--- src/rtl/gpx_pkg.sv ---
package gpx_pkg;
   // register selector carried in bits [1:0] of the command byte
   typedef enum logic [1:0] {
      SEL_INPUT    = 2'd0,
      SEL_OUTPUT   = 2'd1,
      SEL_POLARITY = 2'd2,
      SEL_CONFIG   = 2'd3
   } gpx_sel_e;

   typedef enum logic [2:0] {
      BS_IDLE,
      BS_ADDR,
      BS_AACK,
      BS_WDATA,
      BS_WACK,
      BS_RDATA,
      BS_RACK
   } gpx_bus_state_e;

   localparam int GPX_BYTE_W = 8;
endpackage

--- src/rtl/gpx_sync.sv ---
module gpx_sync #(
   parameter int               WIDTH   = 1,
   parameter int               STAGES  = 2,
   parameter logic [WIDTH-1:0] RST_VAL = '0
) (
   input  logic             clk,
   input  logic             rst_n,
   input  logic [WIDTH-1:0] d,
   output logic [WIDTH-1:0] q
);
   logic [WIDTH-1:0] chain_q [STAGES];

   always_ff @(posedge clk or negedge rst_n) begin
      if (!rst_n) begin
         for (int s = 0; s < STAGES; s++) chain_q[s] <= RST_VAL;
      end else begin
         chain_q[0] <= d;
         for (int s = 1; s < STAGES; s++) chain_q[s] <= chain_q[s-1];
      end
   end

   assign q = chain_q[STAGES-1];
endmodule

--- src/rtl/gpx_slave.sv ---
module gpx_slave
   import gpx_pkg::*;
#(
   parameter int         NPINS      = 4,
   parameter logic [6:0] SLAVE_ADDR = 7'h49
) (
   input  logic             clk,
   input  logic             rst_n,
   input  logic             scl_s,
   input  logic             sda_s,
   output logic             sda_oe,
   output logic             wr_en,
   output gpx_sel_e         ptr,
   output logic [NPINS-1:0] wr_data,
   input  logic [NPINS-1:0] rd_data,
   output logic             rd_cap
);
   localparam logic [3:0] LAST_BIT = 4'(GPX_BYTE_W);

   gpx_bus_state_e        st_q;
   logic [3:0]            bit_q;
   logic [GPX_BYTE_W-1:0] sh_q;
   logic                  rw_q, cmd_q, mack_q, scl_q, sda_q;
   logic [GPX_BYTE_W-1:0] rd_byte;

   wire scl_rise = scl_s & ~scl_q;
   wire scl_fall = ~scl_s & scl_q;
   wire start_c  = scl_s & scl_q & sda_q & ~sda_s;
   wire stop_c   = scl_s & scl_q & ~sda_q & sda_s;

   always_comb begin
      rd_byte = '0;
      rd_byte[NPINS-1:0] = rd_data;
   end

   always_ff @(posedge clk or negedge rst_n) begin
      if (!rst_n) begin
         st_q    <= BS_IDLE;
         bit_q   <= '0;
         sh_q    <= '0;
         rw_q    <= 1'b0;
         cmd_q   <= 1'b0;
         mack_q  <= 1'b0;
         scl_q   <= 1'b1;
         sda_q   <= 1'b1;
         sda_oe  <= 1'b0;
         wr_en   <= 1'b0;
         rd_cap  <= 1'b0;
         ptr     <= SEL_INPUT;
         wr_data <= '0;
      end else begin
         scl_q  <= scl_s;
         sda_q  <= sda_s;
         wr_en  <= 1'b0;
         rd_cap <= 1'b0;
         if (start_c) begin
            st_q   <= BS_ADDR;
            bit_q  <= '0;
            sda_oe <= 1'b0;
         end else if (stop_c) begin
            st_q   <= BS_IDLE;
            sda_oe <= 1'b0;
         end else begin
            case (st_q)
               BS_ADDR, BS_WDATA: begin
                  if (scl_rise) begin
                     sh_q  <= {sh_q[GPX_BYTE_W-2:0], sda_s};
                     bit_q <= bit_q + 4'd1;
                  end else if (scl_fall && bit_q == LAST_BIT) begin
                     if (st_q == BS_ADDR) begin
                        if (sh_q[7:1] == SLAVE_ADDR) begin
                           st_q   <= BS_AACK;
                           sda_oe <= 1'b1;
                           rw_q   <= sh_q[0];
                           cmd_q  <= ~sh_q[0];
                        end else begin
                           st_q <= BS_IDLE;
                        end
                     end else begin
                        st_q   <= BS_WACK;
                        sda_oe <= 1'b1;
                        if (cmd_q) begin
                           ptr   <= gpx_sel_e'(sh_q[1:0]);
                           cmd_q <= 1'b0;
                        end else begin
                           wr_en   <= 1'b1;
                           wr_data <= sh_q[NPINS-1:0];
                        end
                     end
                  end
               end
               BS_AACK: begin
                  if (scl_fall) begin
                     bit_q <= '0;
                     if (rw_q) begin
                        sh_q   <= rd_byte;
                        sda_oe <= ~rd_byte[GPX_BYTE_W-1];
                        rd_cap <= (ptr == SEL_INPUT);
                        st_q   <= BS_RDATA;
                     end else begin
                        sda_oe <= 1'b0;
                        st_q   <= BS_WDATA;
                     end
                  end
               end
               BS_WACK: begin
                  if (scl_fall) begin
                     sda_oe <= 1'b0;
                     bit_q  <= '0;
                     st_q   <= BS_WDATA;
                  end
               end
               BS_RDATA: begin
                  if (scl_rise) begin
                     bit_q <= bit_q + 4'd1;
                  end else if (scl_fall) begin
                     if (bit_q == LAST_BIT) begin
                        sda_oe <= 1'b0;
                        st_q   <= BS_RACK;
                     end else begin
                        sh_q   <= {sh_q[GPX_BYTE_W-2:0], 1'b0};
                        sda_oe <= ~sh_q[GPX_BYTE_W-2];
                     end
                  end
               end
               BS_RACK: begin
                  if (scl_rise) begin
                     mack_q <= ~sda_s;
                  end else if (scl_fall) begin
                     if (mack_q) begin
                        bit_q  <= '0;
                        sh_q   <= rd_byte;
                        sda_oe <= ~rd_byte[GPX_BYTE_W-1];
                        rd_cap <= (ptr == SEL_INPUT);
                        st_q   <= BS_RDATA;
                     end else begin
                        st_q <= BS_IDLE;
                     end
                  end
               end
               default: ;
            endcase
         end
      end
   end
endmodule

--- src/rtl/gpx_regfile.sv ---
module gpx_regfile
   import gpx_pkg::*;
#(
   parameter int NPINS           = 4,
   parameter bit IRQ_INPUTS_ONLY = 1'b1
) (
   input  logic             clk,
   input  logic             rst_n,
   input  logic [NPINS-1:0] pin_s,
   input  logic             wr_en,
   input  gpx_sel_e         sel,
   input  logic [NPINS-1:0] wr_data,
   input  logic             rd_cap,
   output logic [NPINS-1:0] rd_data,
   output logic [NPINS-1:0] pin_o,
   output logic [NPINS-1:0] pin_oe,
   output logic             int_n
);
   logic [NPINS-1:0] out_q, pol_q, cfg_q, snap_q, watch;

   always_ff @(posedge clk or negedge rst_n) begin
      if (!rst_n) begin
         out_q  <= '1;
         pol_q  <= '0;
         cfg_q  <= '1;
         snap_q <= '0;
      end else begin
         if (wr_en) begin
            case (sel)
               SEL_OUTPUT:   out_q <= wr_data;
               SEL_POLARITY: pol_q <= wr_data;
               SEL_CONFIG:   cfg_q <= wr_data;
               default: ;
            endcase
         end
         if (rd_cap) snap_q <= pin_s;
      end
   end

   always_comb begin
      case (sel)
         SEL_INPUT:    rd_data = pin_s ^ pol_q;
         SEL_OUTPUT:   rd_data = out_q;
         SEL_POLARITY: rd_data = pol_q;
         default:      rd_data = cfg_q;
      endcase
   end

   generate
      if (IRQ_INPUTS_ONLY) begin : g_watch_inputs
         assign watch = cfg_q;
      end else begin : g_watch_all
         assign watch = '1;
      end
   endgenerate

   assign pin_o  = out_q;
   assign pin_oe = ~cfg_q;
   assign int_n  = ~|((pin_s ^ snap_q) & watch);
endmodule

--- src/rtl/gpio_expander_core.sv ---
module gpio_expander_core
   import gpx_pkg::*;
#(
   parameter int         NPINS           = 4,
   parameter logic [6:0] SLAVE_ADDR      = 7'h49,
   parameter int         SYNC_STAGES     = 2,
   parameter bit         IRQ_INPUTS_ONLY = 1'b1
) (
   input  logic             clk,
   input  logic             rst_n,
   input  logic             scl_i,
   input  logic             sda_i,
   output logic             sda_oe,
   input  logic [NPINS-1:0] pin_i,
   output logic [NPINS-1:0] pin_o,
   output logic [NPINS-1:0] pin_oe,
   output logic             int_n
);
   generate
      if (NPINS < 2 || NPINS > GPX_BYTE_W) begin : g_bad_npins
         $error("NPINS must lie in 2..8");
      end
      if (SYNC_STAGES < 2) begin : g_bad_sync
         $error("SYNC_STAGES must be at least 2");
      end
   endgenerate

   logic [1:0]       bus_s;
   logic             scl_s, sda_s, wr_en, rd_cap;
   logic [NPINS-1:0] pin_s, wr_data, rd_data;
   gpx_sel_e         ptr;

   gpx_sync #(.WIDTH(2), .STAGES(SYNC_STAGES), .RST_VAL(2'b11)) u_bus_sync (
      .clk(clk), .rst_n(rst_n), .d({scl_i, sda_i}), .q(bus_s)
   );
   assign scl_s = bus_s[1];
   assign sda_s = bus_s[0];

   gpx_sync #(.WIDTH(NPINS), .STAGES(SYNC_STAGES), .RST_VAL('0)) u_pin_sync (
      .clk(clk), .rst_n(rst_n), .d(pin_i), .q(pin_s)
   );

   gpx_slave #(.NPINS(NPINS), .SLAVE_ADDR(SLAVE_ADDR)) u_slave (
      .clk(clk), .rst_n(rst_n), .scl_s(scl_s), .sda_s(sda_s), .sda_oe(sda_oe),
      .wr_en(wr_en), .ptr(ptr), .wr_data(wr_data), .rd_data(rd_data), .rd_cap(rd_cap)
   );

   gpx_regfile #(.NPINS(NPINS), .IRQ_INPUTS_ONLY(IRQ_INPUTS_ONLY)) u_regs (
      .clk(clk), .rst_n(rst_n), .pin_s(pin_s), .wr_en(wr_en), .sel(ptr),
      .wr_data(wr_data), .rd_cap(rd_cap), .rd_data(rd_data),
      .pin_o(pin_o), .pin_oe(pin_oe), .int_n(int_n)
   );
endmodule

--- config.mk ---
export PLATFORM = sky130hd
export DESIGN_NAME = gpio_expander_core
export DESIGN_NICKNAME = d
export VERILOG_FILES = /design/src/rtl/gpx_pkg.sv /design/src/rtl/gpx_sync.sv /design/src/rtl/gpx_slave.sv /design/src/rtl/gpx_regfile.sv /design/src/rtl/gpio_expander_core.sv
export SDC_FILE = /design/constraint.sdc
export NUM_CORES = 1
export LEC_CHECK = 0
export BUFFER_PORTS_ARGS = -buffer_cell sky130_fd_sc_hd__buf_2
export CAP_MARGIN = 30
export CORE_MARGIN = 3
export CORE_UTILIZATION = 45
export CTS_BUF_LIST = sky130_fd_sc_hd__clkbuf_4
export DETAILED_ROUTE_END_ITERATION = 16
export GPL_TIMING_DRIVEN = 0
export SLEW_MARGIN = 10
export SYNTH_ARGS = -nofsm -noshare
export SYNTH_HDL_FRONTEND = slang
export SYNTH_HIERARCHICAL = 1
export SYNTH_SLANG_ARGS = --single-unit
--- constraint.sdc ---
create_clock -name clk -period 3.6 [get_ports clk]
set_input_delay 0.36 -clock clk [delete_from_list [all_inputs] [get_ports clk]]
set_output_delay 0.36 -clock clk [all_outputs]
set_load 0.02 [all_outputs]
======== Word level (Yosys, flattened, before mapping) ========
Cells that the tools add are included.
operators by class
  add/sub/neg operators ................... 1
  eq/ne operators ......................... 38
  multiplexer cells ....................... 68
  bitwise operators ....................... 22
  reductions and logical operators ........ 22
operators by type and width
  cell                                                                     number
  8-bit 2-to-1 mux                                                         9
  3-bit 2-to-1 mux                                                         14
  8-bit case mux with 4 select lines                                       1
  1-bit 2-to-1 mux                                                         31
  4-bit 2-to-1 mux                                                         7
  4-bit by 1-bit inequality test with 1-bit output, second input constant  7
  7-bit AND reduction                                                      4
  4-bit case mux with 3 select lines                                       2
  3-bit case mux with 5 select lines                                       1
  2-bit by 1-bit inequality test with 1-bit output, second input constant  7
  3-bit by 1-bit inequality test with 1-bit output, second input constant  4
  4-bit inequality test, second input constant                             3
  12-bit AND reduction                                                     1
  1-bit inverter                                                           11
  11-bit AND reduction                                                     1
  10-bit AND reduction                                                     1
  3-bit == test, second input constant                                     3
  2-bit inequality test, second input constant                             4
  4-bit nonzero test                                                       2
  4-bit XOR                                                                2
  1-bit AND                                                                7
  7-bit == test, second input constant                                     1
  7-bit nonzero test                                                       1
  3-bit by 2-bit == test with 1-bit output, second input constant          2
  21 further kinds                                                         25
word-level totals
  register bits after elaboration ......... 57
  input bits .............................. 8
  output and inout bits ................... 10

======== Logic depth before layout (Yosys ltp) ========
Gate-level depths: netlist (run 1).
  depth in word-level cells ............... 8
  gate-level depth with buffers ........... 7

======== Modules after synthesis ========
The synthesis (run 1) kept the hierarchy.
modules (own cells, without submodules)
  module                  times used  cells an instance  area an instance (um2)
  gpx_slave               1           170                1,709.1
  gpx_regfile             1           67                 913.4
  gpx_sync at u_pin_sync  1           12                 230.2
  gpx_sync at u_bus_sync  1           6                  120.1

======== Worst setup path before layout (run 1) ========
No wires, ideal clock.
  path kind ............................... flip-flop to flip-flop
  start ................................... register u_bus_sync.chain_q, in the netlist u_bus_sync/q[1]
  end ..................................... register u_slave.st_q[1]
  data arrival time ....................... 1.668 ns
  data required time ...................... 3.472 ns
  slack ................................... 1.805 ns
  cell stages (with the launch flop) ...... 8
  cell sequence ........................... dfstp_2 -> buf_4 -> buf_2 -> nand2_1 -> or2_1 -> o2111a_1 -> nor2_1 -> mux2_1
on the way
  word-level cells in the longest chain between the ends .. 5
  elaborated cells on any way between the ends .. 22
  classes of those cells .................. 9 x eq/ne; 2 x mux; 8 x bitwise; 3 x reduce/logical
RTL lines
  what                                                                              RTL line                                           RTL
  from (decl)                                                                       gpx_sync.sv:11                                     logic [WIDTH-1:0] chain_q [STAGES];
  1-bit AND / 1-bit inverter (equally long branches)                                gpx_slave.sv:28, gpx_slave.sv:29, gpx_slave.sv:27
  1-bit AND, on equally long branches                                               gpx_slave.sv:29, gpx_slave.sv:27, gpx_slave.sv:28
  1-bit AND (tied with other cells)                                                 gpx_slave.sv:29                                    wire stop_c = scl_s & scl_q & ~sda_q & sda_s;
  4-bit inequality test (no source line) (tied with other cells)                    n/a
  10-bit AND reduction (no source line) / 3-bit 2-to-1 mux (equally long branches)  n/a
  to (signal assigned)                                                              gpx_slave.sv:38                                    st_q <= BS_IDLE;
  to (signal assigned)                                                              gpx_slave.sv:57                                    st_q <= BS_ADDR;
  to (signal assigned)                                                              gpx_slave.sv:61                                    st_q <= BS_IDLE;
  to (decl)                                                                         gpx_slave.sv:20                                    gpx_bus_state_e st_q;
Several ways; a longest one is shown, not always the timed one.
A chain may end at the register's enable or synchronous reset.

======== Worst setup path in the final report (run 1) ========
  start ................................... register u_slave.bit_q[0]
  end ..................................... register u_slave.st_q[1]
on the way
  word-level cells in the longest chain between the ends .. 4
  elaborated cells on any way between the ends .. 5
  classes of those cells .................. 3 x eq/ne; 2 x reduce/logical
RTL lines
  what                                                               RTL line                           RTL
  from (decl)                                                        gpx_slave.sv:21                    logic [3:0] bit_q;
  from (signal assigned)                                             gpx_slave.sv:68                    bit_q <= bit_q + 4'd1;
  from (signal assigned)                                             gpx_slave.sv:115                   bit_q <= bit_q + 4'd1;
  4-bit == test (*)                                                  gpx_slave.sv:69, gpx_slave.sv:117
  1-bit logical AND                                                  gpx_slave.sv:69                    end else if (scl_fall && bit_q == LAST_BIT) begin
  4-bit by 1-bit inequality test with 1-bit output (no source line)  n/a
  10-bit AND reduction (no source line) (*)                          n/a
  to (signal assigned)                                               gpx_slave.sv:72                    st_q <= BS_AACK;
  to (signal assigned)                                               gpx_slave.sv:77                    st_q <= BS_IDLE;
  to (signal assigned)                                               gpx_slave.sv:119                   st_q <= BS_RACK;
Mark *: on every way between the ends. The rest lies on a longest branch, timed or not.

==> results of run 1 <==
[sequential cells by signal (all words and copies together) (netlist names), 2 cells and up]
signal and count:
u_slave/sh_q 8, u_pin_sync/chain_q 4, u_pin_sync/q 4, u_regs/cfg_q 4, u_regs/pin_o 4, u_regs/pol_q 4, u_regs/snap_q 4, u_slave/bit_q 4
u_slave/wr_data 4, u_slave/st_q 3, u_bus_sync/chain_q 2, u_bus_sync/q 2, u_slave/ptr 2
[report_power, final]
part / leakage, nW / switching (W) / internal [W] / total [W]
Combinational: 0.725 / 0.000353 / 0.000270 / 0.000624
Sequential: 0.712 / 0.0000845 / 0.000744 / 0.000829
Clock: 0.0535 / 0.000234 / 0.000144 / 0.000378
[per-layer routing]
| layer | part of all wire [%] | wire length (um) | GRT usage, % | vias up |
|---|---|---|---|---|
| li1 | - | - | - | 964 |
| met1 | 52 | 2880 | 23.72 | 971 |
| met2 | 44 | 2464 | 24.11 | 33 |
| met3 | 3.2 | 180 | 3.974 | 6 |
| met4 | 1.2 | 65 | 5.858 | 0 |
| met5 | 0 | 0 | 0 | - |
[cells by family (layout without fill, tap and decap cells)]
logic type	count (synthesis)	in the layout
and+or+nand+nor	75	75
DFF	57	57
AOI/OAI and AO/OA	43	43
muxes	40	40
buffers and inverters	29	62
xor gates and xnor gates	9	9
adders and majority gates	2	2
[worst max path at each step]
stage | to | slack (ns) | start
5_1_grt | u_slave/st_q[1]$_DFFE_PN0P_ | 1.47 | u_bus_sync/q[1]$_DFF_PN1_
2_1_floorplan | u_slave/st_q[1]$_DFFE_PN0P_ | 1.80 | u_bus_sync/q[1]$_DFF_PN1_
3_3_place_gp | u_slave/st_q[1]$_DFFE_PN0P_ | 1.63 | u_bus_sync/q[1]$_DFF_PN1_
6_report | u_slave/st_q[1]$_DFFE_PN0P_ | 1.59 | u_slave/bit_q[0]$_DFFE_PN0P_
3_5_place_dp | u_slave/st_q[1]$_DFFE_PN0P_ | 1.63 | u_slave/bit_q[0]$_DFFE_PN0P_
4_1_cts | u_slave/st_q[1]$_DFFE_PN0P_ | 1.60 | u_slave/bit_q[0]$_DFFE_PN0P_
[placed cells by master, fill, tap and decap left out, types with 8 or more instances in the layout]
cell,count
mux2_2,13
clkbuf_4,10
nand2_1,20
o21ai_0,8
nor2b_1,9
buf_2,19
mux2_1,9
dfstp_2,14
dfrtp_1,43
buf_4,12
nand3_1,8
mux2_4,12
inv_1,13
nor2_1,9
[area by class of cell]
| cell class | instances | area share, % |
|---|---|---|
| multi-input cells | 169 | 41.89 |
| well taps | 75 | 2.875 |
| repair buffers | 17 | 2.683 |
| flip-flops and latches | 57 | 44.23 |
| clock buffers | 10 | 2.300 |
| clock inverters | 6 | 1.073 |
| plain buffers | 15 | 3.335 |
| inverters | 14 | 1.610 |
[per-stage QoR]
step | power (W) | instance area, um^2 | instances
3_5_place_dp | 0.001463 | 3154 | 347
5_1_grt | 0.001978 | 3264 | 363
4_1_cts | 0.001857 | 3264 | 363
6_report | 0.001830 | 3264 | 363
3_3_place_gp | 0.001454 | 3152 | 347
2_1_floorplan | 0.001311 | 2973 | 255
[critical path, cell delays in order (launching register included)]
cell and delay, ns:
dfrtp_1 0.44, inv_1 0.08, ha_1 0.18, and3b_1 0.25
a31oi_1 0.13, o2111a_1 0.29, nor2_1 0.21, mux2_1 0.34
==> results.md, run 1 <==
* Worst skew pair latency at ~0.38 ns
* Fillers at 559
* Final Hold Viols at 0
* Ports at 18
* Skew final at 0.01574 ns
* Top cells by count, synth: 43 x dfrtp_1, 20 x nand2_1, 14 x dfstp_2
* RSZ-0062 raised after global routing: false
* Cts bufs inserted at 9
* Main combinational cell family by area after synthesis: multiplexers
* Post-CTS Hold Fix Bufs at 0
* Area delta synth->final at 9.806%
* Synthesis warning total at 6
* Routed vias at between 1,500 and 2,000
* Max-slew violation count at 0
* Global-route wire length before repair at around 10000 um
* CTS tree: done
* Slew @ Worst Pin at around 0.69 ns
* Adder-Cell Fraction of Synth Area at less than 1%
* Pin count of the biggest net entering global routing at 58
* Dpl ws at 1.628 ns
* FF+latch count, synth at 57
* Diode count at 0
* Reg2reg end: u_slave/st_q[1]$_DFFE_PN0P_
* Number of global-route vias before repair at just under 2,000
* Post-synth top area cell: dfrtp_1
* Post-synthesis simple-gate area fraction at about 16%
* WL final at 5590 um
* H-tree levels at 3
* Root buffer cell: clkbuf_4
* Fin util at 52.94%
* Fmax at slightly below 500 MHz
* Core box area at 0.006166 mm^2
* Iter 0 DRT Violations at 158
* Total Routing Usage GR at 16.49%
* Slack of the critical path at between 1.5 and 2 ns
* Setup violations, final at 0
* Tcrit/Tclk final at 55.96%
* Min Tclk post-route at 2.014 ns
* XOR/XNOR share of the synthesized area at 2.652%
* Critical path launch point type: register
* Chip Height at 87.28 um
* Pwr/cell area at 560.7 mW/mm^2
* Final Wtd Congestion at ~0.84
* Post-synth EDFFs at 0
* Maximum VDD drop at 0.2646 mV
* Effective utilization at floorplan at 48.21%
* Clock transition at path regs at 0.11 ns
* Area of the multi-input gates at 0.001368 mm^2
* Kind of critical path: register to register
* GR Overflow Total at 0
* Synth Cell Area at 0.002973 mm^2
* Synth Instances at roughly 260
* Reg-to-reg startpoint: u_slave/bit_q[0]$_DFFE_PN0P_
* Avg Cell Area, Syn at 11.66 um^2
* Leak pwr at 1.491 nW
* CP Max Fanout at 5
* Post-synth ARST share at 100.0%
* FF-to-FF path depth at 7
* HP Class: primary input to asynchronous set/reset pin
* CTS Buffer Depth at 2
* Die W at 87.28 um
* Pre-Repair DR Iteration Count at 5
* Crit path DAT at 2.28 ns
* Post-synth cell types at 56
* Top-area cell type share of the netlist area at 36.20%
* Detailed placement HPWL at 3906 um
* Max_cap viols at 0
* CP required at 3.87 ns
* Clock sink total at 57
* Mux share of post-synthesis cell area at 16.41%
* Status: finished clean
* # resized after CTS at 0
* Layout cells sized above 1 at 32.64%
* Slew Limit Headroom at around 54%
* Sequential cell area at 0.001444 mm^2
* Port bufs at 17
* Routed Antenna Nets at 0
* R2R setup slack at between 1.5 and 2 ns
* Count leader, synth: dfrtp_1
* Routed length per instance at approximately 15 um
* WHS at between 0.015 and 0.02 ns
* Row count at 28
* Synth Area in Compound Gates at 10.10%
* Register area share after synthesis at just under 50%
* Setup repair bufs after CTS at 0
* Final nets at 293
* Die area at 0.007618 mm^2
* Setup TNS at 0 ns
* Worst setup EP type: register
* Antenna violations before repair at 0
* Syn Nets at 265
* Vias per cell at 5.438
* Dominant synthesized flop cell: dfrtp_1
* Drt drc at 0
* Synth area leaders: dfrtp_1 36%, dfstp_2 12%, mux2_4 6.1%
Note: power is estimated with default switching activity, not from simulation.
==> run 2: changes to the inputs <==
==> constraint.sdc (replaced) <==
create_clock -name clk -period 1.8 [get_ports clk]
set_input_delay 0.18 -clock clk [delete_from_list [all_inputs] [get_ports clk]]
set_output_delay 0.18 -clock clk [all_outputs]
set_load 0.02 [all_outputs]
==> run 2 against run 1 <==
  * Sequential share of layout area fell by 4.8 points
  * Non-clock buffer count rose by 26
  * Fmax increased by 8.1%
  * The run now ends with negative setup slack left
  * Register-to-register slack got worse by 1.6 ns
  * Via count increased by 6.7%
  * Power increased by 120%
  * Combinational power grew to 2.7 times the previous value
  * Critical path depth is the same
  * Global-route usage up 0.40 points
  * First-iteration DRC count decreased by 27%
  * Cell area rose by 12%
==> results.md, run 2 (synthesized netlist as in run 1, its figures left out) <==
* Routed length per instance at 15.70 um (was 15.40 um)
* Pre-Repair DR Iteration Count at 4 (was 5)
* Most common cell after layout, fill and taps aside: dfrtp_1 (unchanged)
* CP top delay family: compound AO/OA/AOI/OAI gates (was simple AND/OR/NAND/NOR gates)
* Routed Antenna Nets at 0 (unchanged)
* Leak pwr at 1.667 nW (was 1.491 nW)
* Hold-critical path depth at 0
* CP required at 2.08 ns (was 3.87 ns)
* Maximum VDD drop at 0.5672 mV (was 0.2646 mV)
* Final nets at 319 (was 293)
* Status: finished with violations (was finished clean)
* Routed vias at 2,107 (was 1,974)
* Reg-to-reg startpoint: u_slave/bit_q[0]$_DFFE_PN0P_ (unchanged)
* CTS tree: done (unchanged)
* Core box area at 0.006166 mm^2 (unchanged)
* Slew @ Worst Pin at 0.6996 ns (was 0.6943 ns)
* WL final at 6106 um (was 5590 um)
* CTS Buffer Depth at 2 (unchanged)
* Cell Area, Placed at 0.003154 mm^2 (unchanged)
* RSZ-0062 raised after global routing: true (was false)
* Final Wtd Congestion at 0.8356 (unchanged)
* Biggest register: u_slave/sh_q (unchanged)
* Dpl ws at -0.1721 ns (was 1.628 ns)
* Cts bufs inserted at 9 (unchanged)
* Crit path DAT at 2.14 ns (was 2.28 ns)
* Hold path startpoint: u_pin_sync/chain_q[6]$_DFF_PN0_
* Worst skew pair latency at 0.39 ns (was 0.38 ns)
* Kind of critical path: register to register (unchanged)
* Setup violations, final at 6 (was 0)
* Fin util at 59.44% (was 52.94%)
* CP startpoint: u_slave/bit_q[0]$_DFFE_PN0P_ (unchanged)
* Detailed placement HPWL at 3906 um (unchanged)
* Clock transition at path regs at 0.10 ns (was 0.11 ns)
* CP Cell Sequence: inv_1 -> ha_2 -> and3b_2 -> a31oi_4 -> o2111a_2 -> nor2_2 -> mux2_1 (was inv_1 -> ha_1 -> and3b_1 -> a31oi_1 -> o2111a_1 -> nor2_1 -> mux2_1)
* Vias per cell at 5.416 (was 5.438)
* H-tree levels at 3 (unchanged)
* Power Total at 0.004090 W (was 0.001830 W)
* Max_cap viols at 0 (unchanged)
* Pwr/cell area at 1116 mW/mm^2 (was 560.7 mW/mm^2)
* Chip Height at 87.28 um (unchanged)
* Die area at 0.007618 mm^2 (unchanged)
* Total Routing Usage GR at 16.89% (was 16.49%)
* FF-to-FF path depth at 7 (unchanged)
* Iter 0 DRT Violations at 116 (was 158)
* Diode count at 0 (unchanged)
* Max-slew violation count at 0 (unchanged)
* Slew Limit Headroom at 53.36% (was 53.71%)
* Min Tclk post-route at 1.863 ns (was 2.014 ns)
* Number of global-route vias before repair at 2,035 (was 1,984)
* Largest register FFs at 8 (unchanged)
* Root buffer cell: clkbuf_4 (unchanged)
* Tcrit/Tclk final at 103.5% (was 55.96%)
* Effective utilization at floorplan at 48.21% (unchanged)
* Critical path launch point type: register (unchanged)
* Final Cell Area at 0.003665 mm^2 (was 0.003264 mm^2)
* Commonest non-fill, non-tap cells in the layout: 42 x dfrtp_1, 26 x buf_4, 19 x nand2_1, 18 x buf_2, 14 x dfstp_2 (was 43 x dfrtp_1, 20 x nand2_1, 19 x buf_2, 14 x dfstp_2)
* Fmax at 536.8 MHz (was 496.4 MHz)
* CP Max Fanout at 3 (was 5)
* Slack of the critical path at -0.06293 ns (was 1.586 ns)
* Skew final at 0.01483 ns (was 0.01574 ns)
* Drt drc at 0 (unchanged)
* Slowest cell on the critical path: dfrtp_1 (unchanged)
* Antenna violations before repair at 0 (unchanged)
* HP Class: register to register (was primary input to asynchronous set/reset pin)
* GR Overflow Total at 0 (unchanged)
* Ports at 18 (unchanged)
* Row count at 28 (unchanged)
* Layout cells sized above 1 at 43.95% (was 32.64%)
* CP Buf/Inv Count at 1 (unchanged)
* Pin count of the biggest net entering global routing at 58 (unchanged)
* Worst setup EP type: register (unchanged)
* Clock sink total at 57 (unchanged)
* Stages on worst setup path at 7 (unchanged)
* Die W at 87.28 um (unchanged)
* Failing checks: negative setup slack
* Final Hold Viols at 0 (unchanged)
* Area delta synth->final at 23.27% (was 9.806%)
* Port bufs at 17 (unchanged)
* Global-route wire length before repair at 10,010 um (was 9756 um)
* CP max stage delay at 0.40 ns (was 0.44 ns)
[run 2: cell types whose count changed in the layout (fill, tap and decap cells not counted), sizes merged]
cell and delta:
buf +18, clkbuf +1, dlygate4sd3 +7
[run 2: final cells by class]
cell class                      instances  area (um^2)
Tap cell                               75        93.84
Multi-Input combinational cell        169         1520
Clock inverter                          6        35.03
Buffer                                 15        128.9
Fill cell                             519         2501
Inverter                               14        52.55
Timing Repair Buffer                   43        314.1
Clock buffer                           10        75.07
Sequential cell                        57         1445
[run 2: power by group]
group          internal, W  total, W  leakage (nW)  switching, W
Clock             0.000287  0.000768        0.0535      0.000481
Combinational     0.000789   0.00166         0.903      0.000868
Sequential         0.00149   0.00167         0.710      0.000177
[run 2: what timing repair did]
| item | 4_1_cts | 5_1_grt |
|---|---|---|
| setup endpoints to repair | 12 | 22 |
| gates resized for setup | 7 | 32 |
| buffers inserted | 5 | 13 |
| pin swaps | 3 | 11 |
| hold endpoints to repair | 49 | 0 |
| hold buffers | 7 | 0 |
| cloned | 0 | 1 |
[run 2: final timing paths]
check,end,slack (ns)
max,u_slave/st_q[1]$_DFFE_PN0P_,-0.06
min,u_pin_sync/q[2]$_DFF_PN0_,0.36
max reg2reg,u_slave/st_q[1]$_DFFE_PN0P_,-0.06
min reg2reg,u_pin_sync/q[2]$_DFF_PN0_,0.36
max in group asynchronous,u_slave/ptr[1]$_DFFE_PN0P_,0.93
min in group asynchronous,u_slave/wr_data[2]$_DFFE_PN0P_,0.38
[run 2: layer usage]
metal / global-route usage (%) / vias up / share of wire, %
met1: 24.01 / 1058 / 49
li1: - / 1014 / -
met3: 3.974 / 6 / 2.8
met4: 5.858 / 0 / 1.0
met5: 0 / - / 0
met2: 25.14 / 29 / 47
[run 2: stage by stage]
stage	hold WS, ns	cells	TNS (ns)
final	0.3572	389	-0.1786
after global routing	0.3682	389	-0.8206
after CTS	0.3617	375	-0.03290
after detailed placement	0.2854	347	-1.029
after global placement	0.2851	347	-0.9506
after floorplan	-0.1156	255	0
==> run 3: changes to the inputs <==
--- a/config.mk
+++ b/config.mk
@@ -7,6 +7,7 @@
 export LEC_CHECK = 0
 export BUFFER_PORTS_ARGS = -buffer_cell sky130_fd_sc_hd__buf_2
 export CAP_MARGIN = 30
+export CORE_ASPECT_RATIO = 0.7
 export CORE_MARGIN = 3
 export CORE_UTILIZATION = 45
 export CTS_BUF_LIST = sky130_fd_sc_hd__clkbuf_4
==> run 3 against run 2 <==
  * The flow still finishes with violations (negative setup slack)
  * Cell area fell by 3.7%
  * Sequential share of layout area is 1.5 points higher
  * Largest power group unchanged
  * Via count stayed put
  * Routed wire length up 3.2%
  * Global-route usage is 1.3 points higher
  * First-iteration DRC count is 62% higher
  * Non-clock buffer count fell by 10
  * Critical endpoint unchanged
  * Die area is 0.20% higher
  * Sequential cell count is the same
  * Highest routed layer unchanged
==> results.md, run 3 (synthesized netlist as in run 1, its figures left out) <==
* Critical path launch point type: register (unchanged)
* Global-route wire length before repair at 10,390 um (was 10,010 um)
* Layout cells sized above 1 at 39.47% (was 43.95%)
* Top Metal Used: met4 (unchanged)
* Most common cell after layout, fill and taps aside: dfrtp_1 (unchanged)
* Slew @ Worst Pin at 0.7169 ns (was 0.6996 ns)
* Clock transition at path regs at 0.09 ns (was 0.10 ns)
* Min Tclk post-route at 1.841 ns (was 1.863 ns)
* Iter 0 DRT Violations at 188 (was 116)
* Drt drc at 0 (unchanged)
* Kind of critical path: register to register (unchanged)
* CP Max Fanout at 10 (was 3)
* Row count at 24 (was 28)
* Vias per cell at 5.516 (was 5.416)
* Tcrit/Tclk final at 102.3% (was 103.5%)
* Commonest non-fill, non-tap cells in the layout: 43 x dfrtp_1, 19 x buf_4, 18 x buf_2, 18 x nand2_1, 14 x dfstp_2 (was 42 x dfrtp_1, 26 x buf_4, 19 x nand2_1, 18 x buf_2, 14 x dfstp_2)
* Pin count of the biggest net entering global routing at 58 (unchanged)
* Pre-Repair DR Iteration Count at 4 (unchanged)
* Effective utilization at floorplan at 47.14% (was 48.21%)
* Skew final at 0.01095 ns (was 0.01483 ns)
* Port bufs at 17 (unchanged)
* Worst setup EP type: register (unchanged)
* Die area at 0.007633 mm^2 (was 0.007618 mm^2)
* Status: finished with violations (unchanged)
* Fmax at 543.2 MHz (was 536.8 MHz)
* Crit path DAT at 2.13 ns (was 2.14 ns)
* Worst skew pair latency at 0.39 ns (about the same)
* Root buffer cell: clkbuf_4 (unchanged)
* Routed length per instance at 16.50 um (was 15.70 um)
* Slack of the critical path at -0.04079 ns (was -0.06293 ns)
* Max-slew violation count at 0 (unchanged)
* GR Overflow Total at 0 (unchanged)
* HP Class: register to register (unchanged)
* Met3 wire length at 427 um (was 169 um)
* Final Wtd Congestion at 0.9655 (was 0.8356)
* Final Hold Viols at 0 (unchanged)
* Pwr/cell area at 1161 mW/mm^2 (was 1116 mW/mm^2)
* Leak pwr at 1.616 nW (was 1.667 nW)
* WL final at 6303 um (was 6106 um)
* Fin util at 55.99% (was 59.44%)
* Final nets at 309 (was 319)
* RSZ-0062 raised after global routing: true (unchanged)
* CTS tree: done (unchanged)
* Routed Antenna Nets at 0 (unchanged)
* Antenna violations before repair at 0 (unchanged)
* Cts bufs inserted at 9 (unchanged)
* H-tree levels at 3 (unchanged)
* Area delta synth->final at 18.77% (was 23.27%)
* WHS at 0.3491 ns (was 0.3572 ns)
* Core box area at 0.006306 mm^2 (was 0.006166 mm^2)
* Routed vias at 2,107 (unchanged)
* Failing checks: negative setup slack (unchanged)
* Ports at 18 (unchanged)
* Total Routing Usage GR at 18.22% (was 16.89%)
* Diode count at 0 (unchanged)
* Clock sink total at 57 (unchanged)
* Setup violations, final at 3 (was 6)
* Largest register FFs at 8 (unchanged)
* Number of global-route vias before repair at 2,069 (was 2,035)
* Biggest register: u_slave/sh_q (unchanged)
* CP required at 2.09 ns (was 2.08 ns)
* CTS Buffer Depth at 2 (unchanged)
* Max_cap viols at 0 (unchanged)
* Slew Limit Headroom at 52.21% (was 53.36%)
* WL met2 at 2682 um (was 2877 um)
* Met1 Wirelength at 3122 um (was 2995 um)
* Detailed placement HPWL at 4139 um (was 3906 um)
* Maximum VDD drop at 0.4753 mV (was 0.5672 mV)
* Die W at 103.1 um (was 87.28 um)
* Fillers at 555 (was 519)
* Chip Height at 74.01 um (was 87.28 um)
[run 3: cell count changes in the layout (fill, tap and decap cells not counted), sizes merged]
cell / delta
clkbuf: -1
clkinvlp: -3
buf: -9
bufinv: +1
clkinv: +2
[run 3: path summary, 6_finish.rpt]
kind | start | end | slack [ns] | cells past startpoint
min | u_pin_sync/chain_q[5]$_DFF_PN0_ | u_pin_sync/q[1]$_DFF_PN0_ | 0.35 | 0
min in group asynchronous | rst_n | u_slave/sda_oe$_DFFE_PN0P_ | 0.38 | 2
max reg2reg | u_bus_sync/q[1]$_DFF_PN1_ | u_slave/st_q[1]$_DFFE_PN0P_ | -0.04 | 7
min reg2reg | u_pin_sync/chain_q[5]$_DFF_PN0_ | u_pin_sync/q[1]$_DFF_PN0_ | 0.35 | 0
max in group asynchronous | rst_n | u_pin_sync/chain_q[5]$_DFF_PN0_ | 0.94 | 2
max | u_bus_sync/q[1]$_DFF_PN1_ | u_slave/st_q[1]$_DFFE_PN0P_ | -0.04 | 7
[run 3: power by group]
group	internal (W)	leakage [nW]	total, W	switching [W]
combinational	0.000720	0.834	0.00158	0.000856
clock	0.000419	0.0703	0.000868	0.000449
sequential	0.00149	0.712	0.00166	0.000167
total	0.00263	1.62	0.00410	0.00147
[run 3: layer usage]
metal	track usage, %	vias up
met5	0	-
met3	5.623	8
li1	-	999
met1	27.72	1026
met4	7.184	0
met2	24.02	74
[run 3: per-stage QoR]
| step | cells | setup TNS, ns | worst slack [ns] | instance area, um^2 | power, W |
|---|---|---|---|---|---|
| 2_1_floorplan | 255 | 0 | 0.004864 | 2973 | 0.002623 |
| 3_3_place_gp | 350 | -0.7766 | -0.1970 | 3156 | 0.002929 |
| 3_5_place_dp | 350 | -1.069 | -0.2188 | 3158 | 0.002950 |
| 4_1_cts | 379 | -0.0007039 | -0.0007039 | 3443 | 0.004011 |
| 5_1_grt | 382 | -0.7837 | -0.09386 | 3531 | 0.004392 |
| 6_report | 382 | -0.05017 | -0.04079 | 3531 | 0.004099 |
[run 3: worst max-delay path: stages (launching register included)]
cell and delay, ns:
dfstp_2 0.37, buf_4 0.13, buf_8 0.14, nor2b_4 0.20, a31oi_2 0.14, o2111a_2 0.32, nor2_4 0.14, mux2_4 0.30
[run 3: timing repair]
| action | CTS | global route |
|---|---|---|
| setup endpoints to repair | 14 | 21 |
| hold buffers | 7 | 0 |
| buffers inserted | 6 | 3 |
| gates resized for setup | 13 | 13 |
| endpoints found under the hold margin | 49 | 0 |
| pin swaps | 5 | 7 |
[run 3: final cells by class]
class	instances	area, um^2	area share [%]
multi-input cells	169	1460	41.35
inverters	14	52.55	1.488
clock buffers	10	75.07	2.126
clock inverters	6	50.05	1.417
well taps	78	97.59	2.764
plain buffers	15	122.6	3.473
repair buffers	33	229.0	6.485
flip-flops and latches	57	1444	40.89
